`src/rtl/busarb_pkg.sv`:
```
package busarb_pkg;

  typedef enum logic [1:0] {
    ST_RUN     = 2'd0,
    ST_GRANT   = 2'd1,
    ST_RECLAIM = 2'd2,
    ST_REFRESH = 2'd3
  } arbState_t;

  // strobes from control to datapath
  typedef struct packed {
    logic grantOn;
    logic refreshOn;
    logic cntLoad1;
    logic cntLoad2;
    logic cntInc;
  } arbStrobe_t;

  localparam logic [1:0] CODE_RUN   = 2'b00;
  localparam logic [1:0] CODE_VEC   = 2'b01;
  localparam logic [1:0] CODE_SYNC  = 2'b10;
  localparam logic [1:0] CODE_GRANT = 2'b11;

endpackage

```
`src/rtl/busarb_ctrl.sv`:
```
module busarb_ctrl
  import busarb_pkg::*;
(
  input  logic       clk,
  input  logic       rstN,
  input  logic       cycleTick,
  input  logic       busReqN,
  input  logic       haltN,
  input  logic       instrEnd,
  input  logic       holdDone,
  output arbStrobe_t strobe
);

  arbState_t state, stateNxt;
  logic haltMode, haltNxt;
  logic refreshDue, dueNxt;
  logic ld1, ld2, inc;

  always_comb begin
    stateNxt = state;
    haltNxt  = haltMode;
    dueNxt   = refreshDue;
    ld1      = 1'b0;
    ld2      = 1'b0;
    inc      = 1'b0;
    case (state)
      ST_RUN: begin
        if (!busReqN) begin
          stateNxt = ST_GRANT;
          haltNxt  = 1'b0;
          ld1      = 1'b1;
        end else if (!haltN && instrEnd) begin
          stateNxt = ST_GRANT;
          haltNxt  = 1'b1;
          ld1      = 1'b1;
        end
      end
      ST_GRANT: begin
        if (haltMode) begin
          if (haltN) begin
            if (!busReqN) begin
              haltNxt = 1'b0;   // hand over to the windowed request
              ld2     = 1'b1;
            end else begin
              stateNxt = ST_RECLAIM;
              dueNxt   = 1'b0;
            end
          end
        end else if (busReqN) begin
          stateNxt = ST_RECLAIM;  // release wins over window expiry
          dueNxt   = 1'b0;
        end else if (holdDone) begin
          stateNxt = ST_RECLAIM;
          dueNxt   = 1'b1;
        end else begin
          inc = 1'b1;
        end
      end
      ST_RECLAIM: begin
        stateNxt = refreshDue ? ST_REFRESH : ST_RUN;
        dueNxt   = 1'b0;
      end
      ST_REFRESH: begin
        if (!busReqN) begin
          stateNxt = ST_GRANT;
          haltNxt  = 1'b0;
          ld1      = 1'b1;
        end else begin
          stateNxt = ST_RUN;
        end
      end
      default: stateNxt = ST_RUN;
    endcase
  end

  always_ff @(posedge clk) begin
    if (!rstN) begin
      state      <= ST_RUN;
      haltMode   <= 1'b0;
      refreshDue <= 1'b0;
    end else if (cycleTick) begin
      state      <= stateNxt;
      haltMode   <= haltNxt;
      refreshDue <= dueNxt;
    end
  end

  always_comb begin
    strobe.grantOn   = (state == ST_GRANT);
    strobe.refreshOn = (state == ST_REFRESH);
    strobe.cntLoad1  = cycleTick && ld1;
    strobe.cntLoad2  = cycleTick && ld2;
    strobe.cntInc    = cycleTick && inc;
  end

endmodule

```
`src/rtl/busarb_dp.sv`:
```
module busarb_dp
  import busarb_pkg::*;
#(
  parameter int MAX_HOLD = 15
) (
  input  logic       clk,
  input  logic       rstN,
  input  logic       cycleTick,
  input  arbStrobe_t strobe,
  input  logic       vecFetch,
  input  logic       syncWait,
  input  logic       irqIn,
  input  logic       firqIn,
  input  logic       nmiEdge,
  input  logic       nmiTake,
  output logic [1:0] procState,
  output logic       addrEn,
  output logic       dataEn,
  output logic       validAccess,
  output logic       refreshCyc,
  output logic       irqOut,
  output logic       firqOut,
  output logic       nmiPend,
  output logic       holdDone
);

  localparam int CW = $clog2(MAX_HOLD + 1);

  logic [CW-1:0] holdCnt;
  logic          baPrev;
  logic          baNow;
  logic          nmiLatch;

  always_ff @(posedge clk) begin
    if (!rstN) begin
      holdCnt <= '0;
    end else if (strobe.cntLoad1) begin
      holdCnt <= CW'(1);
    end else if (strobe.cntLoad2) begin
      holdCnt <= CW'(2);
    end else if (strobe.cntInc) begin
      holdCnt <= holdCnt + CW'(1);
    end
  end

  assign holdDone = (holdCnt == CW'(MAX_HOLD));

  always_comb begin
    if (strobe.grantOn)        procState = CODE_GRANT;
    else if (strobe.refreshOn) procState = CODE_RUN;
    else if (syncWait)         procState = CODE_SYNC;
    else if (vecFetch)         procState = CODE_VEC;
    else                       procState = CODE_RUN;
  end

  assign baNow = procState[1];

  always_ff @(posedge clk) begin
    if (!rstN)          baPrev <= 1'b0;
    else if (cycleTick) baPrev <= baNow;
  end

  always_ff @(posedge clk) begin
    if (!rstN)        nmiLatch <= 1'b0;
    else if (nmiEdge) nmiLatch <= 1'b1;
    else if (nmiTake) nmiLatch <= 1'b0;
  end

  assign addrEn      = !baNow && !baPrev;
  assign dataEn      = !baNow;
  assign validAccess = (baNow == baPrev);
  assign refreshCyc  = strobe.refreshOn;
  assign irqOut      = irqIn && !strobe.grantOn;
  assign firqOut     = firqIn && !strobe.grantOn;
  assign nmiPend     = nmiLatch;

endmodule

```
`src/rtl/busarb_top.sv`:
```
module busarb_top
  import busarb_pkg::*;
#(
  parameter int MAX_HOLD = 15
) (
  input  logic       clk,
  input  logic       rstN,
  input  logic       cycleTick,
  input  logic       busReqN,
  input  logic       haltN,
  input  logic       instrEnd,
  input  logic       vecFetch,
  input  logic       syncWait,
  input  logic       irqIn,
  input  logic       firqIn,
  input  logic       nmiEdge,
  input  logic       nmiTake,
  output logic [1:0] procState,
  output logic       addrEn,
  output logic       dataEn,
  output logic       validAccess,
  output logic       refreshCyc,
  output logic       irqOut,
  output logic       firqOut,
  output logic       nmiPend
);

  arbStrobe_t strobe;
  logic       holdDone;

  busarb_ctrl u_ctrl (
    .clk      (clk),
    .rstN     (rstN),
    .cycleTick(cycleTick),
    .busReqN  (busReqN),
    .haltN    (haltN),
    .instrEnd (instrEnd),
    .holdDone (holdDone),
    .strobe   (strobe)
  );

  busarb_dp #(.MAX_HOLD(MAX_HOLD)) u_dp (
    .clk        (clk),
    .rstN       (rstN),
    .cycleTick  (cycleTick),
    .strobe     (strobe),
    .vecFetch   (vecFetch),
    .syncWait   (syncWait),
    .irqIn      (irqIn),
    .firqIn     (firqIn),
    .nmiEdge    (nmiEdge),
    .nmiTake    (nmiTake),
    .procState  (procState),
    .addrEn     (addrEn),
    .dataEn     (dataEn),
    .validAccess(validAccess),
    .refreshCyc (refreshCyc),
    .irqOut     (irqOut),
    .firqOut    (firqOut),
    .nmiPend    (nmiPend),
    .holdDone   (holdDone)
  );

endmodule

```
`config.mk`:
```
export PLATFORM = sky130hd
export DESIGN_NAME = busarb_top
export DESIGN_NICKNAME = d
export VERILOG_FILES = /design/src/rtl/busarb_pkg.sv /design/src/rtl/busarb_ctrl.sv /design/src/rtl/busarb_dp.sv /design/src/rtl/busarb_top.sv
export SDC_FILE = /design/constraint.sdc
export NUM_CORES = 1
export LEC_CHECK = 0
export BUFFER_PORTS_ARGS = -buffer_cell sky130_fd_sc_hd__buf_2
export CAP_MARGIN = 20
export CORE_MARGIN = 2
export CORE_UTILIZATION = 45
export DETAILED_ROUTE_END_ITERATION = 10
export GPL_TIMING_DRIVEN = 0
export PLACE_DENSITY_LB_ADDON = 0.25
export SLEW_MARGIN = 20
export SYNTH_ARGS = -nofsm -noshare
export SYNTH_HDL_FRONTEND = slang
export SYNTH_SLANG_ARGS = --single-unit
```
`constraint.sdc`:
```
create_clock -name clk -period 2.3 [get_ports clk]
set_input_delay 0.46 -clock clk [delete_from_list [all_inputs] [get_ports clk]]
set_output_delay 0.46 -clock clk [all_outputs]
set_load 0.02 [all_outputs]
```
### Word-level counts from Yosys, hierarchy flattened

Index checks and enable logic that the tools add are counted.

| word-level totals | value |
|---|---|
| input port bits | 12 |
| output and inout bits | 9 |
| logic and storage cells | 85 |
| flip-flop bits (word level) | 10 |

| cells by class | value |
|---|---|
| $add $sub $neg | 1 |
| muxes and demuxes | 43 |
| bitwise gates (word level) | 1 |
| reduce and logical (&&, ||, !) cells | 22 |
| eq/ne operators | 10 |

Operator list:

| cell | number |
|---|---|
| $mux 1 | 26 |
| $mux 2 | 13 |
| $reduce_and 5->1 | 2 |
| $ne 3x3->1 const B | 3 |
| $pmux 2 s4 | 1 |
| $logic_and 1x1->1 | 7 |
| $reduce_bool 2->1 | 3 |
| $reduce_bool 3->1 | 2 |
| $add 4x1->4 const B | 1 |
| $eq 2x2->1 const B | 2 |
| $eq 4x4->1 const B | 1 |
| $logic_not 1->1 | 4 |
| $pmux 1 s2 | 2 |
| $reduce_and 4->1 | 1 |
| $ne 3x2->1 const B | 1 |
| $pmux 1 s3 | 1 |
| $reduce_or 3->1 | 1 |
| $eq 2x1->1 const B | 1 |
| $logic_not 2->1 | 1 |
| $ne 2x2->1 const B | 1 |
| $reduce_or 2->1 | 1 |
| $eq 1x1->1 | 1 |
| $not 1->1 | 1 |

### Depth between registers and ports, before layout

| depth | value |
|---|---|
| depth in word-level cells | 9 |
| mapped depth | 6 |

### Modules after synthesis

Synthesis repeated with hierarchy kept, for this count alone.

| unflattened totals | value |
|---|---|
| cell total of the unflattened synthesis | 80 |
| area, all modules | 694.4 um2 |

Modules (own cells, without submodules):

| module | cells an instance | times used | area each (um2) |
|---|---|---|---|
| busarb_dp | 39 | 1 | 347.8 |
| busarb_ctrl | 41 | 1 | 346.6 |

### Least setup slack after synthesis

No wires, ideal clock.

| path | value |
|---|---|
| kind | reg2out |
| start point | reg u_ctrl.state[0] |
| end point | out validAccess |
| path slack | 0.343 ns |
| arrival time | 1.497 ns |
| required time | 1.840 ns |
| path buffers | 0 |
| stages on the path, launching flop included | 6 |
| cell sequence | dfxtp_1 > inv_1 > nor2_1 > a21oi_1 > ha_1 > inv_1 |

| on the way | value |
|---|---|
| word-level cells in the longest chain between the ends | 4 |
| elaborated cells between the ends (all ways) | 5 |

Ends and longest elaborated chain:

| item | line | text |
|---|---|---|
| from (decl) | busarb_ctrl.sv:14 | `arbState_t state, stateNxt;` |
| from (signal assigned) | busarb_ctrl.sv:82 | `state <= stateNxt;` |
| $eq 2x2->1 | busarb_ctrl.sv:90 | `strobe.refreshOn = (state == ST_REFRESH);` |
| $mux 2 | busarb_dp.sv:50 | `else if (strobe.refreshOn) procState = CODE_RUN;` |
| $mux 2 * | busarb_dp.sv:49 | `if (strobe.grantOn) procState = CODE_GRANT;` |
| $eq 1x1->1 * | busarb_dp.sv:71 | `assign validAccess = (baNow == baPrev);` |
| to (decl) | busarb_top.sv:21 | `output logic validAccess,` |

Every way passes the cells marked *; elsewhere a longest branch is shown, timed or not.

### Final worst setup path

Same ends and word-level chain as after synthesis.

==> summary.md <==
| Metric | Value |
|---|---|
| Post CTS Setup Buffer Count | 0 |
| Clock Latency Late Sink | 0.28 ns |
| Final worst path period share | 91.5% |
| Final antenna-violating net count | 0 |
| Highest-count cells in the layout ignoring fill and taps | buf_2 (19), inv_1 (10), dfxtp_1 (10) |
| Via count of the first global-routing pass | 630 |
| Minimum clock period after layout | 2.11 ns |
| Die area | 1910 um^2 |
| Sum of negative setup slack | 0 ns |
| Pin count of the biggest net entering global routing | 11 |
| Setup Viol. Count Final | 0 |
| Standard cell with the maximum stage delay on the critical path | dfxtp_1 |
| Number of warnings printed during yosys synthesis | 0 |
| Number of port buffers | 19 |
| Post-synthesis cell count | 87 |
| Total number of cells along the worst setup path | 6 |
| Total count of hold-check failures in the final report | 0 |
| Synthesized netlist net count | 107 |
| Initial DRC count | 8 |
| Wire per inst | 12.4 um |
| Beginning of the critical path | u_ctrl.state[0]$_SDFFE_PN0P_ |
| Layout Cells excl Fill | 126 |
| Count of placed standard cells including taps | 122 |
| Global-route wire length before repair | 2620 um |
| Sw Pwr | 0.173 mW |
| Flop2flop setup slack | 0.53 ns |
| Vert. Die Dim | 43.7 um |
| CTS tree | done |
| Iteration count of the initial detailed-routing pass | 4 |
| Cell mode on critical path | inv_1 |
| Sequential standard cell area | 200 um^2 |
| Setup repair after global routing missed its margin | no |
| Cell Int Power | 0.341 mW |
| Final Max Slew Viols | 0 |
| Number of antenna violations at the first check in global routing | 0 |
| PwrDens | 597 nW/um^2 |
| R2r worst-path depth | 6 |
| Path type of the worst min-delay path | in -> reg |
| FMAX | 475 MHz |
| Crit start category | flip-flop |
| Final Net Count | 131 |
| Antenna cells | 0 |
| Largest cells by area after synthesis | dfxtp_1 (28%), ha_1 (14%), inv_1 (5.3%) |
| Classification of the worst setup path | reg -> out |
| Layout area overhead | 21.3% |
| Worst VDD drop | 331 uV |
| Area of the multi-input gates | 464 um^2 |
| CTS root buffer | clkbuf_4 |
| Leading area contributor after synthesis | dfxtp_1 |
| Most frequent standard cell in the layout excluding fill and tap cells | buf_2 |
| Summed instance area of the synthesized netlist | 709 um^2 |
| Flops & latches, synth | 10 |
| Detailed-placement wirelength estimate | 1230 um |
| Worst-path cell chain | inv_1 > nor2_1 > a21oi_1 > ha_1 > inv_1 > buf_2 |
| Relative slew margins | 77.2% |
| Sequential area share after synthesis | 28.2% |
| Overflow left after global routing | 0 |
| Final Routed Wirelength | 1570 um |
| Core area | 1490 um^2 |
| Sum of buffers and inverters on the critical path | 3 |
| Crit Reg-Reg Startpoint | u_ctrl.state[1]$_SDFFE_PN0P_ |
| Maximum net fanout on the critical path | 7 |
| Number of remaining DRC errors | 0 |
| Worst reg2reg endpoint | u_ctrl.refreshDue$_SDFFE_PN0P_ |
| Effective utilization at floorplan | 47.6% |
| I/O Pins | 21 |
| Max-capacitance violation count | 0 |
| Longest Clk Path Bufs | 2 |
| Run status | finished, final reports clean |
| Overall power consumption | 0.513 mW |
| Delay contributed by the slowest stage of the critical path | 0.34 ns |
| Capture point of the worst path | validAccess |
| Number of hold-repair buffers added at the cts stage | 0 |
| Tightest hold margin | 0.393 ns |
| Kind of capture point of the worst setup path | output port |
| Post-CTS sizing | 0 |
| Fraction of final layout cells sized beyond drive strength 1 | 25.5% |
| Filler Cells Inserted | 147 |
| Count of H-tree levels built during CTS | 1 |
| Clock-pin slew on the worst setup and hold paths | 0.07 ns |
| Switching portion of total power | 33.7% |
| Final RePlAce weighted congestion | 0.830 |
| Mean instance size in the synthesized netlist | 8.15 um^2 |
| Via/cell ratio | 5.63 |
| CTS buffer count | 3 |
| Gr usage total | 18.6% |
| Die Width | 43.7 um |
| Final Skew | 0.00216 ns |
| Sequential cell fraction of total power | 37.9% |
| Synth unique cells | 31 |
| Number of rows created at floorplan | 14 |
| Logic gate share of total power | 29.3% |
| Top Family by Delay on Critical Path | buffers and inverters |
| Data arrival at the endpoint of the critical path | 1.65 ns |
| Actual transition at the worst max-transition pin | 0.342 ns |
| Data required time at the worst endpoint | 1.84 ns |
| Post-synth top area share | 28.2% |
| Standby leakage power | 0.409 nW |
| Proportion of power drawn by the clock network | 32.8% |
| Number of sinks driven by the clock tree | 10 |
| Detailed-route via count | 710 |
==> worst min-delay path by stage <==
stage | cells after the start | startpoint | slack, ns | to
2_1_floorplan | 2 | u_ctrl.refreshDue$_SDFFE_PN0P_ | 0.45 | u_ctrl.refreshDue$_SDFFE_PN0P_
3_3_place_gp | 2 | u_dp.nmiPend$_SDFFE_PN0P_ | 0.46 | u_dp.nmiPend$_SDFFE_PN0P_
3_5_place_dp | 2 | u_dp.nmiPend$_SDFFE_PN0P_ | 0.47 | u_dp.nmiPend$_SDFFE_PN0P_
4_1_cts | 3 | nmiEdge | 0.39 | u_dp.nmiPend$_SDFFE_PN0P_
5_1_grt | 3 | nmiEdge | 0.44 | u_dp.nmiPend$_SDFFE_PN0P_
6_report | 3 | nmiEdge | 0.39 | u_dp.nmiPend$_SDFFE_PN0P_
==> stage by stage <==
step	area, um^2	setup slack (ns)	utilization, %
finish	861	0.195	57.8
global route	861	0.0534	57.8
CTS	861	0.168	57.8
detailed placement	825	0.469	55.4
global placement	825	0.506	55.4
floorplan	709	0.343	-
==> synth_stat cells (all sizes together) <==
library cell	count
dfxtp	10
inv	10
ha	8
nor2	7
nand2	6
nor2b	6
a21oi	5
nand3	5
a211oi	3
o21ai	3
xor2	3
a31oi	2
and3	2
o221ai	2
a21boi	1
a311oi	1
a31o	1
and2	1
and4bb	1
buf	1
mux2i	1
nand2b	1
nand4	1
nor4b	1
o22ai	1
o32a	1
o32ai	1
or2	1
or4	1
==> flip-flops by register name, indices dropped and copies added (netlist names) <==
register,flops
u_dp.holdCnt,4
u_ctrl.state,2
u_ctrl.haltMode,1
u_ctrl.refreshDue,1
u_dp.baPrev,1
u_dp.nmiPend,1
==> worst reg2reg max path, cell delays in order, from the launching register on <==
cell and delay (ns):
dfxtp_1 0.41, inv_1 0.12, ha_1 0.30, nand2_1 0.16, o221ai_2 0.16, or4_1 0.41, a21oi_1 0.15
==> power groups by stage <==
stage | registers (mW) | clock network [mW] | logic [mW]
floorplan | 0.198 | 0 | 0.106
global placement | 0.198 | 0 | 0.147
detailed placement | 0.199 | 0 | 0.151
CTS | 0.195 | 0.172 | 0.152
global route | 0.197 | 0.174 | 0.170
finish | 0.195 | 0.168 | 0.151
==> cell families (layout without fill, tap and decap cells) <==
logic type	after synthesis	in the layout	share of synthesized area, %
and+or+nand+nor	33	33	25.2
AOI/OAI and AO/OA	21	21	21.0
buffers and inverters	11	34	6.35
DFF	10	10	28.2
adders and majority gates	8	8	14.1
xor gates and xnor gates	3	3	3.70
muxes	1	1	1.41
==> layout make-up <==
cell class              instances  area share [%]
flip-flops and latches         10            23.3
repair buffers                 19            11.0
inverters                      10            4.36
well taps                      16            2.33
plain buffers                   1           0.872
multi-input cells              66            53.9
clock buffers                   4            4.22
==> per-layer routing <==
metal | part of all wire (%) | GRT usage, %
met5 | 0 | 0
met4 | 1.9 | 11.5
met2 | 51 | 30.9
met1 | 42 | 22.5
met3 | 4.8 | 2.50
(Power assumes the default switching activity.)
